[src/rtl/bpc_pkg.sv]
package bpc_pkg;
  localparam int BTN_COUNT = 5;
  localparam int IDX_PHASE = 0;
  localparam int IDX_AMPL  = 1;
  localparam int IDX_FREQ  = 2;
  localparam int IDX_WAV   = 3;
  localparam int IDX_ENA   = 4;

  typedef enum logic [2:0] {
    S_IDLE, S_SETUP, S_HI, S_LO, S_CSH, S_LD
  } ser_state_t;

  // strobes from the serial sequencer to the datapath
  typedef struct packed {
    logic loadFrame;  // load a new word into the shifter
    logic loadDac;    // 1: DAC frame, 0: phase frame
    logic shiftOut;   // advance to the next bit
  } ser_strobe_t;
endpackage

[src/rtl/bpc_debounce.sv]
module bpc_debounce #(
  parameter int DEB_CYCLES = 1600000
) (
  input  logic clk,
  input  logic rstN,
  input  logic rawIn,
  output logic pressOut
);
  localparam int CNT_W = $clog2(DEB_CYCLES + 1);

  logic syncA, syncB, stable;
  logic [CNT_W-1:0] cnt;
  logic settled;

  assign settled = (cnt == CNT_W'(DEB_CYCLES - 1));

  always_ff @(posedge clk or negedge rstN) begin
    if (!rstN) begin
      syncA    <= 1'b0;
      syncB    <= 1'b0;
      stable   <= 1'b0;
      cnt      <= '0;
      pressOut <= 1'b0;
    end else begin
      syncA    <= rawIn;
      syncB    <= syncA;
      pressOut <= 1'b0;
      if (syncB == stable) begin
        cnt <= '0;
      end else if (settled) begin
        cnt      <= '0;
        stable   <= syncB;
        pressOut <= syncB;
      end else begin
        cnt <= cnt + 1'b1;
      end
    end
  end

  // a press lasts one cycle
  p_press_single_r6: assert property (@(posedge clk) disable iff (!rstN)
    pressOut |=> !pressOut);
endmodule

[src/rtl/bpc_datapath.sv]
module bpc_datapath
  import bpc_pkg::*;
#(
  parameter int PHASE_STEPS  = 48,
  parameter int AMP_BITS     = 4,
  parameter int AMP_RESET    = 7,
  parameter int DAC_BITS     = 8,
  parameter int ADDR_BITS    = 8,
  parameter logic [ADDR_BITS-1:0] PHASE_ADDR = 'h10,
  parameter logic [ADDR_BITS-1:0] DAC_ADDR   = 'h20,
  parameter int FREQ_CHOICES = 3,
  parameter int FREQ_SEL_W   = 2
) (
  input  logic                  clk,
  input  logic                  rstN,
  input  logic [BTN_COUNT-1:0]  pressVec,
  input  ser_strobe_t           strobe,
  output logic                  sdi,
  output logic [FREQ_SEL_W-1:0] freqSel,
  output logic                  runWave,
  output logic                  drvEnable,
  output logic                  ledPhaseZero,
  output logic                  ledAmpMid,
  output logic                  ledEnable
);
  localparam int PHASE_W   = $clog2(PHASE_STEPS);
  localparam int LOW_BITS  = DAC_BITS - AMP_BITS;
  localparam int WORD_BITS = ADDR_BITS + DAC_BITS;
  localparam logic [DAC_BITS-1:0] MID_CODE = DAC_BITS'((1 << (DAC_BITS - 1)) - 1);
  localparam logic [PHASE_W-1:0] PHASE_TOP = PHASE_W'(PHASE_STEPS - 1);
  localparam logic [FREQ_SEL_W-1:0] FREQ_TOP = FREQ_SEL_W'(FREQ_CHOICES - 1);

  logic [PHASE_W-1:0]   phaseIdx;
  logic [AMP_BITS-1:0]  ampStep;
  logic [DAC_BITS-1:0]  dacCode;
  logic [WORD_BITS-1:0] shReg;
  logic [WORD_BITS-1:0] nextWord;

  assign dacCode = {ampStep, {LOW_BITS{1'b1}}};

  always_comb begin
    if (strobe.loadDac)
      nextWord = {DAC_ADDR, dacCode};
    else
      nextWord = {PHASE_ADDR, {(DAC_BITS - PHASE_W){1'b0}}, phaseIdx};
  end

  always_ff @(posedge clk or negedge rstN) begin
    if (!rstN) begin
      phaseIdx  <= '0;
      ampStep   <= AMP_BITS'(AMP_RESET);
      freqSel   <= '0;
      runWave   <= 1'b0;
      drvEnable <= 1'b0;
    end else begin
      if (pressVec[IDX_PHASE])
        phaseIdx <= (phaseIdx == PHASE_TOP) ? '0 : phaseIdx + 1'b1;
      if (pressVec[IDX_AMPL])
        ampStep <= ampStep + 1'b1;
      if (pressVec[IDX_FREQ])
        freqSel <= (freqSel == FREQ_TOP) ? '0 : freqSel + 1'b1;
      if (pressVec[IDX_WAV])
        runWave <= ~runWave;
      if (pressVec[IDX_ENA])
        drvEnable <= ~drvEnable;
    end
  end

  always_ff @(posedge clk or negedge rstN) begin
    if (!rstN)
      shReg <= '0;
    else if (strobe.loadFrame)
      shReg <= nextWord;
    else if (strobe.shiftOut)
      shReg <= {shReg[WORD_BITS-2:0], 1'b0};
  end

  assign sdi          = shReg[WORD_BITS-1];
  assign ledPhaseZero = (phaseIdx == '0);
  assign ledAmpMid    = (dacCode == MID_CODE);
  assign ledEnable    = drvEnable;

  p_phase_range_r2: assert property (@(posedge clk) disable iff (!rstN)
    phaseIdx <= PHASE_TOP);
  p_phase_wrap_r2: assert property (@(posedge clk) disable iff (!rstN)
    (pressVec[IDX_PHASE] && phaseIdx == PHASE_TOP) |=> (phaseIdx == '0));
  p_amp_wrap_r3: assert property (@(posedge clk) disable iff (!rstN)
    (pressVec[IDX_AMPL] && ampStep == '1) |=> (ampStep == '0));
  p_freq_range_r4: assert property (@(posedge clk) disable iff (!rstN)
    freqSel <= FREQ_TOP);
endmodule

[src/rtl/bpc_ctrl.sv]
module bpc_ctrl
  import bpc_pkg::*;
#(
  parameter int SCK_HALF  = 2,
  parameter int WORD_BITS = 16
) (
  input  logic        clk,
  input  logic        rstN,
  input  logic        startReq,
  output ser_strobe_t strobe,
  output logic        sck,
  output logic        csN,
  output logic        ld
);
  localparam int HALF_W = $clog2(SCK_HALF + 1);
  localparam int BIT_W  = $clog2(WORD_BITS);
  localparam logic [BIT_W-1:0] LAST_BIT = BIT_W'(WORD_BITS - 1);

  ser_state_t        state;
  logic [HALF_W-1:0] halfCnt;
  logic [BIT_W-1:0]  bitCnt;
  logic              frameDac;
  logic              pending;
  logic              reqQ;
  logic              halfDone;
  logic              restart;

  assign halfDone = (halfCnt == HALF_W'(SCK_HALF - 1));
  assign restart  = (state == S_LD) && frameDac && (pending || reqQ);

  always_ff @(posedge clk or negedge rstN) begin
    if (!rstN) begin
      state    <= S_IDLE;
      halfCnt  <= '0;
      bitCnt   <= '0;
      frameDac <= 1'b0;
      pending  <= 1'b0;
      reqQ     <= 1'b0;
    end else begin
      reqQ <= startReq;
      if (restart || (state == S_IDLE && reqQ))
        pending <= 1'b0;
      else if (reqQ && state != S_IDLE)
        pending <= 1'b1;

      unique case (state)
        S_IDLE: if (reqQ) begin
          state    <= S_SETUP;
          frameDac <= 1'b0;
          halfCnt  <= '0;
          bitCnt   <= '0;
        end
        S_SETUP: if (halfDone) begin
          state   <= S_HI;
          halfCnt <= '0;
        end else halfCnt <= halfCnt + 1'b1;
        S_HI: if (halfDone) begin
          halfCnt <= '0;
          state   <= (bitCnt == LAST_BIT) ? S_CSH : S_LO;
        end else halfCnt <= halfCnt + 1'b1;
        S_LO: if (halfDone) begin
          halfCnt <= '0;
          bitCnt  <= bitCnt + 1'b1;
          state   <= S_HI;
        end else halfCnt <= halfCnt + 1'b1;
        S_CSH: state <= S_LD;
        S_LD: begin
          halfCnt <= '0;
          bitCnt  <= '0;
          if (!frameDac) begin
            frameDac <= 1'b1;
            state    <= S_SETUP;
          end else if (restart) begin
            frameDac <= 1'b0;
            state    <= S_SETUP;
          end else begin
            state <= S_IDLE;
          end
        end
        default: state <= S_IDLE;
      endcase
    end
  end

  always_comb begin
    strobe.loadFrame = ((state == S_IDLE) && reqQ) ||
                       ((state == S_LD) && (!frameDac || restart));
    strobe.loadDac   = (state == S_LD) && !frameDac;
    strobe.shiftOut  = (state == S_HI) && halfDone && (bitCnt != LAST_BIT);
  end

  assign sck = (state == S_HI);
  assign csN = !((state == S_SETUP) || (state == S_HI) || (state == S_LO));
  assign ld  = (state == S_LD);

  p_sck_idle_r8: assert property (@(posedge clk) disable iff (!rstN)
    csN |-> !sck);
  p_ld_after_cs_r9: assert property (@(posedge clk) disable iff (!rstN)
    ld |-> (csN && $past(csN)));
  p_ld_follows_rise_r9: assert property (@(posedge clk) disable iff (!rstN)
    $rose(csN) |=> ld);
  p_ld_pulse_r9: assert property (@(posedge clk) disable iff (!rstN)
    ld |=> !ld);
endmodule

[src/rtl/beam_param_ctrl.sv]
module beam_param_ctrl
  import bpc_pkg::*;
#(
  parameter int DEBOUNCE_CYCLES = 1600000,
  parameter int SCK_HALF        = 2,
  parameter int PHASE_STEPS     = 48,
  parameter int AMP_BITS        = 4,
  parameter int AMP_RESET       = 7,
  parameter int DAC_BITS        = 8,
  parameter int ADDR_BITS       = 8,
  parameter logic [ADDR_BITS-1:0] PHASE_ADDR = 'h10,
  parameter logic [ADDR_BITS-1:0] DAC_ADDR   = 'h20,
  parameter int FREQ_CHOICES    = 3,
  parameter int FREQ_SEL_W      = 2
) (
  input  logic                  clk,
  input  logic                  rstN,
  input  logic                  btnPhase,
  input  logic                  btnAmpl,
  input  logic                  btnFreq,
  input  logic                  btnWav,
  input  logic                  btnEna,
  output logic                  sdi,
  output logic                  sck,
  output logic                  csN,
  output logic                  ld,
  output logic [FREQ_SEL_W-1:0] freqSel,
  output logic                  runWave,
  output logic                  drvEnable,
  output logic                  ledPhaseZero,
  output logic                  ledAmpMid,
  output logic                  ledEnable
);
  localparam int WORD_BITS = ADDR_BITS + DAC_BITS;

  logic [BTN_COUNT-1:0] btnRaw;
  logic [BTN_COUNT-1:0] pressVec;
  ser_strobe_t          strobe;

  assign btnRaw[IDX_PHASE] = btnPhase;
  assign btnRaw[IDX_AMPL]  = btnAmpl;
  assign btnRaw[IDX_FREQ]  = btnFreq;
  assign btnRaw[IDX_WAV]   = btnWav;
  assign btnRaw[IDX_ENA]   = btnEna;

  for (genvar b = 0; b < BTN_COUNT; b++) begin : g_deb
    bpc_debounce #(.DEB_CYCLES(DEBOUNCE_CYCLES)) u_deb (
      .clk(clk), .rstN(rstN), .rawIn(btnRaw[b]), .pressOut(pressVec[b])
    );
  end

  bpc_ctrl #(.SCK_HALF(SCK_HALF), .WORD_BITS(WORD_BITS)) u_ctrl (
    .clk(clk), .rstN(rstN),
    .startReq(pressVec[IDX_PHASE] | pressVec[IDX_AMPL]),
    .strobe(strobe), .sck(sck), .csN(csN), .ld(ld)
  );

  bpc_datapath #(
    .PHASE_STEPS(PHASE_STEPS), .AMP_BITS(AMP_BITS), .AMP_RESET(AMP_RESET),
    .DAC_BITS(DAC_BITS), .ADDR_BITS(ADDR_BITS), .PHASE_ADDR(PHASE_ADDR),
    .DAC_ADDR(DAC_ADDR), .FREQ_CHOICES(FREQ_CHOICES), .FREQ_SEL_W(FREQ_SEL_W)
  ) u_dp (
    .clk(clk), .rstN(rstN), .pressVec(pressVec), .strobe(strobe),
    .sdi(sdi), .freqSel(freqSel), .runWave(runWave), .drvEnable(drvEnable),
    .ledPhaseZero(ledPhaseZero), .ledAmpMid(ledAmpMid), .ledEnable(ledEnable)
  );

  // data moves only together with a falling serial clock inside a frame
  p_sdi_edge_r8: assert property (@(posedge clk) disable iff (!rstN)
    (!csN && !$past(csN) && !$fell(sck)) |-> $stable(sdi));
endmodule

[config.mk]
export PLATFORM = sky130hd
export DESIGN_NAME = beam_param_ctrl
export DESIGN_NICKNAME = d
export VERILOG_FILES = /design/src/rtl/bpc_pkg.sv /design/src/rtl/bpc_debounce.sv /design/src/rtl/bpc_datapath.sv /design/src/rtl/bpc_ctrl.sv /design/src/rtl/beam_param_ctrl.sv
export SDC_FILE = /design/constraint.sdc
export NUM_CORES = 1
export LEC_CHECK = 0
export ABC_AREA = 1
export ABC_CLOCK_PERIOD_IN_PS = 2700
export BUFFER_PORTS_ARGS = -buffer_cell sky130_fd_sc_hd__buf_4
export CORE_UTILIZATION = 38
export DETAILED_ROUTE_END_ITERATION = 8
export PLACE_DENSITY = 0.65
export SETUP_SLACK_MARGIN = 0.05
export SYNTH_ARGS = -nofsm -noshare
export SYNTH_HDL_FRONTEND = slang
export SYNTH_SLANG_ARGS = --single-unit
[constraint.sdc]
create_clock -name clk -period 2.7 [get_ports clk]
set_input_delay 0.27 -clock clk [delete_from_list [all_inputs] [get_ports clk]]
set_output_delay 0.27 -clock clk [all_outputs]
set_load 0.1 [all_outputs]
==> metrics.txt <==
Clk pin slew, worst setup/hold paths 0.07 ns; largest vdd supply drop ~380 uV; length of the first detailed-routing pass in iterations 5; detailed-placement wirelength estimate 12.3 mm; post-synthesis cell count between 1k and 1.5k; type of origin of the critical path flop; number of pins exceeding their max-slew limit in the final report 0; Vias/cell 4.78; startpoint of the most critical setup path u_dp.ampStep[0]$_DFFE_PN1P_; placement row count 54; maximum fanout along the worst path 4; number of standard cells in the final layout excluding fillers 1452; Final Routed Wirelength approximately 17 mm; fillcell total about 2.2k; Tightest Pin Transition just over 0.6 ns; cell count of the worst hold path 0; final setup violation count 0; slew margin rel. between 50% and 60%; DRC violation count after routing 0; crit end category output pin; via count ~6.9k; number of failing hold endpoints at the final stage 0; Final min period between 1.5 and 2 ns; ant diodes 0; number of nets in the layout 1175; Synth Net Count 1132; Area Growth Syn to Fin 13.8%; Min-Delay Path Class reg -> reg; fraction of layout cells with a size suffix above 1 7.17%; cells resized by post-CTS repair 0; Post-synth ARST share 100%; end of the worst hold path g_deb[3].u_deb.syncB$_DFF_PN0_; antenna violations before repair 0; register-to-register path setup slack just over 0.8 ns; largest buffer count on any clock path 2; depth of the CTS H-tree 4; placeable core area around 0.022 mm2; total CTS buffers 17; Placer Congestion ~0.9; launch instance of the worst register-to-register path g_deb[0].u_deb.cnt[0]$_DFF_PN0_; most common flop cell mapped by yosys sky130_fd_sc_hd__dfrtp_1; number of distinct library cell variants in the gate-level netlist after synthesis 36; Mean Syn Cell Area between 7 and 8 um2; via count of the first global-routing pass roughly 6.6k; cell internal power dissipation about 4.0 mW; leading post-synthesis cells by cell area sky130_fd_sc_hd__dfrtp_1 48%, sky130_fd_sc_hd__nand2_1 13%, sky130_fd_sc_hd__nor2_1 11%, sky130_fd_sc_hd__inv_1 5.2%, sky130_fd_sc_hd__nand3_1 4.7%; final core occ 44.2%; fmax between 500 and 600 MHz; insertion delay to the later sink of the worst-skew pair ~0.43 ns; global-route wire length before repair 30.2 mm; largest area contributor in the netlist sky130_fd_sc_hd__dfrtp_1; root cell of the clock tree sky130_fd_sc_hd__clkbuf_16; Sequential Power Share between 40% and 50%; number of synthesis warnings 0; Reg2Reg Depth 10; TritonCTS sink count 167; Clock power frac a little under half; count of nets left with antenna violations after detail routing 0; clock tree from TritonCTS yes; post-synthesis sequential element count ~170; number of synthesized flops with an enable pin 0; path type of the worst setup path reg -> out; violation count after the first detailed-routing iteration approximately 380; P_sw roughly 1.2 mW; Worst R2R End g_deb[0].u_deb.cnt[14]$_DFF_PN0_; list of most frequent post-synthesis cells 297 x sky130_fd_sc_hd__nand2_1, 247 x sky130_fd_sc_hd__nor2_1, 164 x sky130_fd_sc_hd__dfrtp_1; most used standard cell by instance count after synthesis sky130_fd_sc_hd__nand2_1; total power density per cell area roughly 530 mW/mm2; total overflow reported by the global router 0; die footprint between 0.02 and 0.025 mm2; pre-CTS setup slack about 0.84 ns; worst endpoint data arrival time between 1.5 and 2 ns; register area share after synthesis around half; final cycle utilization of the critical path a little under three quarters; portion of total power attributed to combinational logic roughly 2.8%; starting utilization of the core area around 39%; Total GRT Usage 16.4%; Crit path required time ~2.4 ns; Syn Std Cell Area roughly 0.0085 mm2; num ports 18; setup TNS 0 ns; largest net degree at the start of global routing 70; floorplan die width between 150 and 200 um; setup slack of the critical path after layout ~0.77 ns; outcome completed; fraction of power spent switching nets between 20% and 30%; # Max-Cap Violations 0; Synth top area share approximately half; leakage component of the power roughly 4.4 nW; cell total after placement ~1.4k; average wire per standard cell 11.7 um; height of the chip approximately 150 um; Port Buf Inserts 17; Clock Skews roughly 0.012 ns; Worst Hold Launch g_deb[3].u_deb.syncA$_DFF_PN0_; RSZ-0062 raised after global routing no
## state kept, by name (all words and copies together) (netlist names)
name	flops
u_dp.drvEnable	1
u_dp.runWave	1
g_deb.u_deb.cnt	105
u_ctrl.reqQ	1
g_deb.u_deb.pressOut	5
u_ctrl.pending	1
g_deb.u_deb.stable	5
u_ctrl.state	3
g_deb.u_deb.syncA	5
u_dp.shReg	16
u_dp.phaseIdx	6
u_dp.ampStep	4
g_deb.u_deb.syncB	5
u_ctrl.frameDac	1
u_ctrl.bitCnt	4
u_dp.freqSel	2
u_ctrl.halfCnt	2
## cells by family (layout without fill, tap and decap cells)
logic type	after synthesis	after routing	synth area share (%)
buffers and inverters	127	183	5.76
DFF	167	167	49.2
AOI/OAI and AO/OA	61	61	3.92
adders and majority gates	9	9	1.33
and+or+nand+nor	704	704	34.8
xor gates and xnor gates	48	48	4.95
## critical path: stages, from the launching register on
cell                      delay, ns
sky130_fd_sc_hd__dfstp_2       0.56
sky130_fd_sc_hd__ha_1          0.16
sky130_fd_sc_hd__nand2_1       0.06
sky130_fd_sc_hd__nor2_1        0.14
sky130_fd_sc_hd__buf_4         0.32
## through the flow
stage	hold slack (ns)	power [mW]	area, um2
6_report	0.342	5.16	9670
5_1_grt	0.354	5.37	9670
4_1_cts	0.346	5.25	9670
3_5_place_dp	0.316	2.74	9010
3_3_place_gp	0.312	2.74	9010
2_1_floorplan	-0.0256	2.65	8500
## per-layer routing
layer  GRT usage (%)  up-vias  part of all wire, %
li1                -     3609                    -
met1            21.9     3209                   49
met2            26.2      109                   45
met3            3.86       18                  4.0
met4            5.50        0                  1.6
met5               0        -                    0
## cell type report
cell class	instances	area [um2]	share of cell area, %
Multi-Input combinational cell	822	3830	39.6
Clock inverter	14	164	1.69
Clock buffer	18	439	4.54
Sequential cell	167	4180	43.3
Tap cell	280	350	3.62
Timing Repair Buffer	28	241	2.50
Inverter	123	462	4.77
## worst max-delay path by stage
stage,end,depth (start not counted),slack (ns)
after global routing,g_deb[0].u_deb.cnt[20]$_DFF_PN0_,10,0.53
after floorplan,ledAmpMid,3,0.43
after detailed placement,g_deb[0].u_deb.cnt[14]$_DFF_PN0_,10,0.84
final,ledAmpMid,4,0.77
after global placement,g_deb[0].u_deb.cnt[14]$_DFF_PN0_,10,0.91
after CTS,ledAmpMid,4,0.69
## cell usage in the layout, fill, tap and decap left out, types with 6 or more instances in the layout
cell type,synthesis,layout
sky130_fd_sc_hd__nand2_1,297,297
sky130_fd_sc_hd__nand3_1,79,79
sky130_fd_sc_hd__a21oi_1,22,22
sky130_fd_sc_hd__xor2_1,36,36
sky130_fd_sc_hd__nand4_1,19,19
sky130_fd_sc_hd__inv_1,118,118
sky130_fd_sc_hd__xnor2_1,12,12
sky130_fd_sc_hd__nor2_1,247,247
sky130_fd_sc_hd__ha_1,9,9
sky130_fd_sc_hd__dfrtp_1,164,164
sky130_fd_sc_hd__nor3_1,30,29
sky130_fd_sc_hd__buf_4,1,20
sky130_fd_sc_hd__o21ai_0,24,24
sky130_fd_sc_hd__clkbuf_16,0,17
sky130_fd_sc_hd__dlygate4sd3_1,0,6
## power by group through the flow
stage / registers [mW] / clock network (mW) / logic (mW)
2_1_floorplan: 2.59 / 0 / 0.0593
3_3_place_gp: 2.59 / 0 / 0.141
3_5_place_dp: 2.60 / 0 / 0.141
4_1_cts: 2.55 / 2.55 / 0.149
5_1_grt: 2.55 / 2.65 / 0.168
6_report: 2.55 / 2.47 / 0.142
## timing repair
action,in CTS,in global routing
hold buffers,6,0
endpoints found under the setup margin,0,0
hold endpoints to repair,66,0
buffers inserted,0,0
Power figures use the tool's default switching activity.
